[config.mk]
export PLATFORM = sky130hd
export DESIGN_NAME = serial_status_tracker
export DESIGN_NICKNAME = d
export VERILOG_FILES = /design/src/rtl/sst_pkg.sv /design/src/rtl/sst_flag_cell.sv /design/src/rtl/sst_err_bank.sv /design/src/rtl/serial_status_tracker.sv
export SDC_FILE = /design/constraint.sdc
export NUM_CORES = 1
export LEC_CHECK = 0
export BUFFER_PORTS_ARGS = -buffer_cell sky130_fd_sc_hd__buf_4
export CORE_AREA = 2 2 39 41
export DETAILED_ROUTE_END_ITERATION = 6
export DIE_AREA = 0 0 41 43
export PLACE_DENSITY = 0.63
export SLEW_MARGIN = 20
export SYNTH_ARGS = -nofsm -noshare
export SYNTH_HDL_FRONTEND = slang
export SYNTH_SLANG_ARGS = --single-unit
[constraint.sdc]
create_clock -name clk -period 2.2 [get_ports clk]
set_clock_uncertainty 0.15 [all_clocks]
set_input_delay 0.22 -clock clk [delete_from_list [all_inputs] [get_ports clk]]
set_output_delay 0.22 -clock clk [all_outputs]
set_load 0.01 [all_outputs]
[src/rtl/sst_pkg.sv]
package sst_pkg;
   localparam int unsigned STATUS_W  = 8;
   localparam int unsigned BIT_ACT   = 6;
   localparam int unsigned BIT_BUFV  = 5;
   localparam int unsigned BIT_FRAME = 2;
   localparam int unsigned BIT_PAR   = 1;
   localparam int unsigned BIT_OVR   = 0;
   localparam int unsigned N_ERR     = 3;

   typedef enum logic [1:0] {
      UPD_HOLD = 2'd0,
      UPD_SET  = 2'd1,
      UPD_CLR  = 2'd2
   } upd_t;

   // kill beats set, set beats a normal clear
   function automatic upd_t flag_decide(input logic kill, input logic set_i, input logic clr_i);
      if (kill)       return UPD_CLR;
      else if (set_i) return UPD_SET;
      else if (clr_i) return UPD_CLR;
      else            return UPD_HOLD;
   endfunction
endpackage

[src/rtl/sst_flag_cell.sv]
module sst_flag_cell
   import sst_pkg::*;
(
   input  logic clk,
   input  logic rst_n,
   input  logic kill,
   input  logic set_i,
   input  logic clr_i,
   output logic flag_q
);
   upd_t act;

   always_comb act = flag_decide(kill, set_i, clr_i);

   always_ff @(posedge clk or negedge rst_n) begin
      if (!rst_n) begin
         flag_q <= 1'b0;
      end else begin
         case (act)
            UPD_SET: flag_q <= 1'b1;
            UPD_CLR: flag_q <= 1'b0;
            default: flag_q <= flag_q;
         endcase
      end
   end
endmodule

[src/rtl/sst_err_bank.sv]
module sst_err_bank #(
   parameter int unsigned N_FLAGS = 3,
   parameter logic [N_FLAGS-1:0] PRESENT = '1
) (
   input  logic               clk,
   input  logic               rst_n,
   input  logic [N_FLAGS-1:0] set_vec,
   input  logic [N_FLAGS-1:0] ack_vec,
   output logic [N_FLAGS-1:0] flags_q
);
   if (N_FLAGS < 1) begin : g_bad_n
      $error("sst_err_bank: N_FLAGS must be at least 1");
   end

   for (genvar i = 0; i < N_FLAGS; i++) begin : g_flag
      if (PRESENT[i]) begin : g_reg
         // sticky: set wins over acknowledge in the same cycle
         always_ff @(posedge clk or negedge rst_n) begin
            if (!rst_n)          flags_q[i] <= 1'b0;
            else if (set_vec[i]) flags_q[i] <= 1'b1;
            else if (ack_vec[i]) flags_q[i] <= 1'b0;
         end
      end else begin : g_tie
         assign flags_q[i] = 1'b0;
      end
   end
endmodule

[src/rtl/serial_status_tracker.sv]
module serial_status_tracker
   import sst_pkg::*;
#(
   parameter int unsigned HAS_FRAME_ERR = 1
) (
   input  logic                clk,
   input  logic                rst_n,
   input  logic                evt_start,
   input  logic                cmd_stop,
   input  logic                cmd_suspend,
   input  logic                evt_done,
   input  logic                evt_load,
   input  logic                evt_rx_store,
   input  logic                rx_frame_err,
   input  logic                rx_parity_err,
   input  logic                bus_wr,
   input  logic                bus_rd,
   input  logic                tx_en,
   input  logic                rx_en,
   input  logic                ack_frame,
   input  logic                ack_parity,
   input  logic                ack_overrun,
   output logic [STATUS_W-1:0] status,
   output logic                discard
);
   localparam logic [N_ERR-1:0] ERR_PRESENT = {(HAS_FRAME_ERR != 0), 1'b1, 1'b1};

   if (HAS_FRAME_ERR > 1) begin : g_bad_opt
      $error("serial_status_tracker: HAS_FRAME_ERR must be 0 or 1");
   end
   if (BIT_ACT >= STATUS_W || BIT_BUFV >= STATUS_W || BIT_FRAME >= STATUS_W) begin : g_bad_map
      $error("serial_status_tracker: status bit map exceeds status width");
   end

   logic             kill;
   logic             rx_err_ev;
   logic             bufv_set;
   logic             bufv_clr;
   logic             act_q;
   logic             bufv_q;
   logic             ovr_hit;
   logic             discard_q;
   logic [N_ERR-1:0] err_set;
   logic [N_ERR-1:0] err_ack;
   logic [N_ERR-1:0] err_q;

   always_comb begin
      kill      = cmd_stop | cmd_suspend;
      rx_err_ev = rx_en & (rx_frame_err | rx_parity_err);
      bufv_set  = (bus_wr & tx_en) | (evt_rx_store & rx_en) | rx_err_ev;
      bufv_clr  = evt_load | bus_rd;
      ovr_hit   = bus_wr & bufv_q;
   end

   sst_flag_cell u_act (
      .clk    (clk),
      .rst_n  (rst_n),
      .kill   (kill),
      .set_i  (evt_start),
      .clr_i  (evt_done),
      .flag_q (act_q)
   );

   sst_flag_cell u_bufv (
      .clk    (clk),
      .rst_n  (rst_n),
      .kill   (kill),
      .set_i  (bufv_set),
      .clr_i  (bufv_clr),
      .flag_q (bufv_q)
   );

   always_comb begin
      err_set            = '0;
      err_ack            = '0;
      err_set[BIT_FRAME] = rx_en & rx_frame_err;
      err_set[BIT_PAR]   = rx_en & rx_parity_err;
      err_set[BIT_OVR]   = ovr_hit;
      err_ack[BIT_FRAME] = ack_frame;
      err_ack[BIT_PAR]   = ack_parity;
      err_ack[BIT_OVR]   = ack_overrun;
   end

   sst_err_bank #(
      .N_FLAGS (N_ERR),
      .PRESENT (ERR_PRESENT)
   ) u_err (
      .clk     (clk),
      .rst_n   (rst_n),
      .set_vec (err_set),
      .ack_vec (err_ack),
      .flags_q (err_q)
   );

   always_ff @(posedge clk or negedge rst_n) begin
      if (!rst_n) discard_q <= 1'b0;
      else        discard_q <= ovr_hit;
   end

   always_comb begin
      status           = '0;
      status[BIT_ACT]  = act_q;
      status[BIT_BUFV] = bufv_q;
      for (int k = 0; k < N_ERR; k++) status[k] = err_q[k];
   end

   assign discard = discard_q;
endmodule

==> flow_metrics.tcl, run 1 <==
set metrics [dict create \
    setup_viol 0 \
    num_io_pins 26 \
    p_leak_nw 0.285 \
    io_buffers 22 \
    cts.repair.resized 0 \
    layout-drive-gt1-share_pct 44.1 \
    ir_worst_vdd_v 0.000247 \
    hold_viol 0 \
    r2r_start "u_bufv.flag_q" \
    grt_overflow 0 \
    syn_avg_cell_area_um2 9.28 \
    crit_required_ns 2.17 \
    netlist_instances 36 \
    worstPathMaxFanout 2 \
    core-area_um2 1380 \
    fmax_mhz 805 \
    cts_setup_buffers 0 \
    routedWlPerCell_um 8.72 \
    die_h_um 43 \
    cts-root-buf "clkbuf_4" \
    critPathKind "input pin to flip-flop" \
    period_share_pct 56.4 \
    viasPerCell 4.03 \
    slew_viol_final 0 \
    htreeDepth 1 \
    final_util_pct 37.7 \
    regArea_um2 150 \
    p_per_area_nw_per_um2 587 \
    yosysUniqueCellTypes 13 \
    vias 302 \
    fin_crit_ns 1.24 \
    rsz0062_at_grt "false" \
    worstPathArrival_ns 1.22 \
    synth.top_cells.by_area "dfrtp_1, buf_4, ha_1, o21ai_0, inv_1" \
    antenna_found_initial 0 \
    setup-tns-final_ns 0 \
    crit_chain "buf_4, o31a_1, o31ai_2, ha_1, mux2i_1" \
    cts_hold_buf 1 \
    wirelength_um 654 \
    grt_pass1_wl_mm 1.08 \
    cts.path.max_buffers 2 \
    hp-start "ack_frame" \
    grt_max_degree 7 \
    dpl.hpwl_um 554 \
    cp_slowest_cell "o31a_1" \
    synth.largest_area_cell "dfrtp_1" \
    antennaDiodeCount 0 \
    endpoint_kind "flip-flop" \
    initial_core_util_pct 24.1 \
    nets 80 \
    fin_area_um2 522 \
    cpPeakStageDelay_ns 0.31 \
    synth.cell_area_um2 334 \
    place_area_um2 489 \
    cts.sink_count 6 \
    routabilityCongestion 0.637 \
    hold_path_class "input pin to flip-flop" \
    yosysSeqAreaShare_pct 44.9 \
    first_pass_iters 1 \
    dieArea_um2 1760 \
    clk_pin_slew_ns 0.05 \
    insertion_delay_ns 0.24 \
    ant_nets 0 \
    drt_first_iter_violations 0 \
    area_delta_synth_final_pct 56.2 \
    fp.dieW_um 41 \
    critPathLaunchType "input pin" \
    cts_tree "done" \
    multiInputGateArea_um2 135 \
    drc 0 \
    drv_cap 0 \
    cts_buffers 3 \
    synth_seq_cells 6 \
    first_global_vias 286 \
    status "completed" \
    yosys_warnings 0 \
    netlist.area_leader.share_pct 44.9 \
    fill_cells 144 \
    rows 14 \
    setup.worst_path.start "rx_frame_err" \
    grt_usage_pct 9.87 \
]
## cell usage in the layout, fill, tap and decap left out
cell type,count
o31ai_2,1
ha_1,2
mux2i_1,1
buf_4,22
dfrtp_1,6
nor2_1,2
o31a_1,1
and2_1,2
o21ai_0,5
conb_1,3
a21o_1,1
inv_1,5
nand2_1,4
dlygate4sd3_1,1
clkbuf_4,3
## cell type report
type | instances | share of cell area [%]
inverters | 5 | 3.60
flip-flops and latches | 6 | 28.8
clock buffers | 3 | 4.32
well taps | 16 | 3.84
multi-input cells | 22 | 25.9
repair buffers | 23 | 33.6
## worst max-delay path: cells and delay by family
kind,cells,cell delay [ns]
AOI/OAI and AO/OA,2,0.49
adders and majority gates,1,0.27
muxes,1,0.12
buffers and inverters,1,0.11
## where the power goes
group,internal [mW],leakage [nW],switching [mW]
clock,0.0616,0.0138,0.0377
sequential,0.123,0.0760,0.00670
combinational,0.0456,0.195,0.0313
total,0.231,0.285,0.0757
## worst paths after layout
check / cells past startpoint / endpoint / slack [ns]
max: 5 / u_bufv.flag_q / 0.96
min: 2 / u_err.flags_q[2] / 0.02
max reg2reg: 2 / u_err.flags_q[0] / 1.24
min reg2reg: 1 / u_err.flags_q[0] / 0.33
max in group asynchronous: 2 / discard / 1.61
min in group asynchronous: 2 / u_err.flags_q[1] / 0.18
## metal layers
layer	vias to the layer above	global-route usage [%]	share of wire [%]
met5	-	0	0
met4	0	6.00	0
met3	0	7.85	9.6
met2	15	14.7	49
met1	131	8.77	41
li1	156	-	-
## through the flow
step | hold slack, ns | setup slack (ns) | power [mW] | cells
after floorplan | -0.226 | 0.872 | 0.171 | 38
after global placement | -0.118 | 0.736 | 0.207 | 71
after detailed placement | -0.119 | 0.715 | 0.208 | 71
after CTS | 0.0113 | 0.962 | 0.315 | 75
after global routing | 0.0128 | 0.918 | 0.334 | 75
final | 0.0194 | 0.958 | 0.306 | 75
## cell usage after synthesis
cell type / count
a21o_1: 1
and2_1: 2
buf_4: 5
conb_1: 1
dfrtp_1: 6
ha_1: 2
inv_1: 5
mux2i_1: 1
nand2_1: 4
nor2_1: 2
o21ai_0: 5
o31a_1: 1
o31ai_2: 1
## logic make-up after synthesis
group	Yosys count	share of synthesized area [%]
buffers and inverters	10	16.9
AO/OA/AOI/OAI	8	16.1
AND/OR/NAND/NOR	8	10.5
flip-flops	6	44.9
adder cells (fa/ha/maj)	2	7.49
multiplexers	1	3.00
other	1	1.12
## flip-flops by register name, summed over array words and instances (netlist names)
| register | cells |
|---|---|
| u_bufv.flag_q | 1 |
| discard | 1 |
| u_act.flag_q | 1 |
| u_err.flags_q | 3 |
(Power assumes the default switching activity.)
==> run 2: changes to the inputs <==
ABC_AREA = 1   (was default)
clock period = 1.18 ns   (was 2.2 ns; I/O delays follow)
==> flow_metrics.tcl, run 2 <==
set metrics [dict create \
    crit_required_ns 0.91 \
    layout-drive-gt1-share_pct 35.2 \
    synth.top_cells.by_area "dfrtp_1, nand2_1, buf_4, ha_1, o21ai_0" \
    fin_cells 87 \
    grt_overflow 0 \
    ir_worst_vdd_v 0.000344 \
    first_pass_iters 3 \
    synth.largest_area_cell "dfrtp_1" \
    vias 331 \
    routed.top_layer "met3" \
    routedWlPerCell_um 8.01 \
    r2r_start "u_bufv.flag_q" \
    p_leak_nw 0.319 \
    setup_slack_ns 0.137 \
    synth_seq_cells 6 \
    regMostFlops "u_err.flags_q" \
    synthSimpleGateAreaFrac_pct 17.0 \
    yosysSeqAreaShare_pct 45.5 \
    whs_ns 0.0738 \
    hold_viol 0 \
    fp.dieW_um 41 \
    synth_xor_area_share_pct 0 \
    nets 92 \
    p_per_area_nw_per_um2 993 \
    final_util_pct 42.5 \
    antennaDiodeCount 0 \
    yosysUniqueCellTypes 11 \
    status "completed" \
    finalPower_uw 584 \
    cts_buffers 3 \
    wirelength_um 697 \
    initial_core_util_pct 23.9 \
    cts.sink_count 6 \
    final_common_cell "buf_4" \
    cts.path.max_buffers 2 \
    synth_ff_type "dfrtp_1" \
    wl_met1_um 270 \
    cts.repair.resized 0 \
    antenna_found_initial 0 \
    die_h_um 43 \
    yosys_warnings 0 \
    cpPeakStageDelay_ns 0.39 \
    cts-root-buf "clkbuf_4" \
    viasPerCell 3.80 \
    grt_pass1_wl_mm 1.21 \
    htreeDepth 1 \
    netlist.area_leader.share_pct 45.5 \
    fin_area_um2 588 \
    layout_common_cells "buf_4, nand2_1, dlygate4sd3_1, inv_1, dfrtp_1" \
    setup_viol 0 \
    drt_first_iter_violations 1 \
    slew_viol_final 0 \
    core-area_um2 1380 \
    area_delta_synth_final_pct 78.0 \
    fin_crit_ns 1.04 \
    netlist_instances 41 \
    cp.buffers_inverters 1 \
    critPathLaunchType "flip-flop" \
    grt_usage_pct 10.6 \
    grt_max_degree 7 \
    endpoint_kind "output pin" \
    num_io_pins 26 \
    io_buffers 22 \
    crit_chain "buf_4" \
    reg2regPathDepth 2 \
    synth.area.mux_share_pct 0 \
    r2r-end "u_err.flags_q[0]" \
    pre_cts_ws_ns -0.0811 \
    cts_tree "done" \
    syn_avg_cell_area_um2 8.06 \
    synth.cell_area_um2 330 \
    synth_common_cells "nand2_1, dfrtp_1, inv_1" \
    dpl.cell_count 76 \
    rows 14 \
    place_area_um2 485 \
    dr_wl_met3_um 53 \
    regToRegSetupSlack_ns 0.35 \
    cpLargestDelayFamily "flip-flops" \
    fill_cells 158 \
    ys_async_sr_fraction_pct 100 \
    first_global_vias 314 \
    routabilityCongestion 0.639 \
    largest_register_ffs 3 \
    dieArea_um2 1760 \
    synth_adder_area_share_pct 7.58 \
    drc 0 \
    ant_nets 0 \
    worstPathMaxFanout 3 \
    insertion_delay_ns 0.24 \
    synth_enable_flop_cells 0 \
    clk_pin_slew_ns 0.04 \
    critPathKind "flip-flop to output pin" \
    cp_slowest_cell "dfrtp_1" \
    synth_compound_area_share_pct 10.6 \
    drv_cap 0 \
    period_share_pct 88.4 \
    setup.worst_path.start "u_bufv.flag_q" \
    wl_met2_um 373 \
    hold_path_class "input pin to asynchronous set/reset pin" \
    synth_top_family_by_area "buffers and inverters" \
    fmax_mhz 959 \
    yosys.cell_count.top_type "nand2_1" \
    dpl.hpwl_um 522 \
    rsz0062_at_grt "false" \
    setup-tns-final_ns 0 \
    worstPathArrival_ns 0.77 \
]
-- run 2: cell type report --
class	instances	area, um2	area share [%]
Multi-Input combinational cell	26	128	21.7
Inverter	6	22.5	3.83
Tap cell	16	20.0	3.40
Timing Repair Buffer	30	245	41.7
Clock buffer	3	22.5	3.83
Sequential cell	6	150	25.5
-- run 2: worst reg2reg max path, stage by stage, from the launching register on --
cell	delay, ns
dfrtp_1	0.39
nand2_1	0.08
o21ai_0	0.08
-- run 2: what timing repair did --
item / CTS / global route
hold endpoints to repair: 10 / 0
hold buffers: 8 / 0
buffers inserted: 0 / 0
setup endpoints to repair: 0 / 0
-- run 2: worst max-delay path by stage --
stage	to	slack, ns	cells past startpoint
floorplan	u_bufv.flag_q	0.07	6
global placement	u_bufv.flag_q	-0.06	7
detailed placement	u_bufv.flag_q	-0.08	7
CTS	status[5]	0.13	1
global route	u_bufv.flag_q	0.07	6
finish	status[5]	0.14	1
-- run 2: logic make-up (layout without fill, tap and decap cells) --
logic type / Yosys count / after routing
flops: 6 / 6
buf+inv: 11 / 39
fa+ha+maj: 2 / 2
compound gates: 7 / 7
other cells: 1 / 3
simple gates: 14 / 14
-- run 2: where the power goes --
group          switching, mW  internal (mW)
logic                 0.0638         0.0964
registers             0.0128          0.230
clock network         0.0660          0.115
total                  0.143          0.441
-- run 2: per-layer routing --
layer | global-route usage, % | vias to the layer above
met5 | 0 | -
met2 | 16.6 | 13
met3 | 1.57 | 0
met4 | 10.0 | 0
met1 | 11.1 | 138
li1 | - | 180
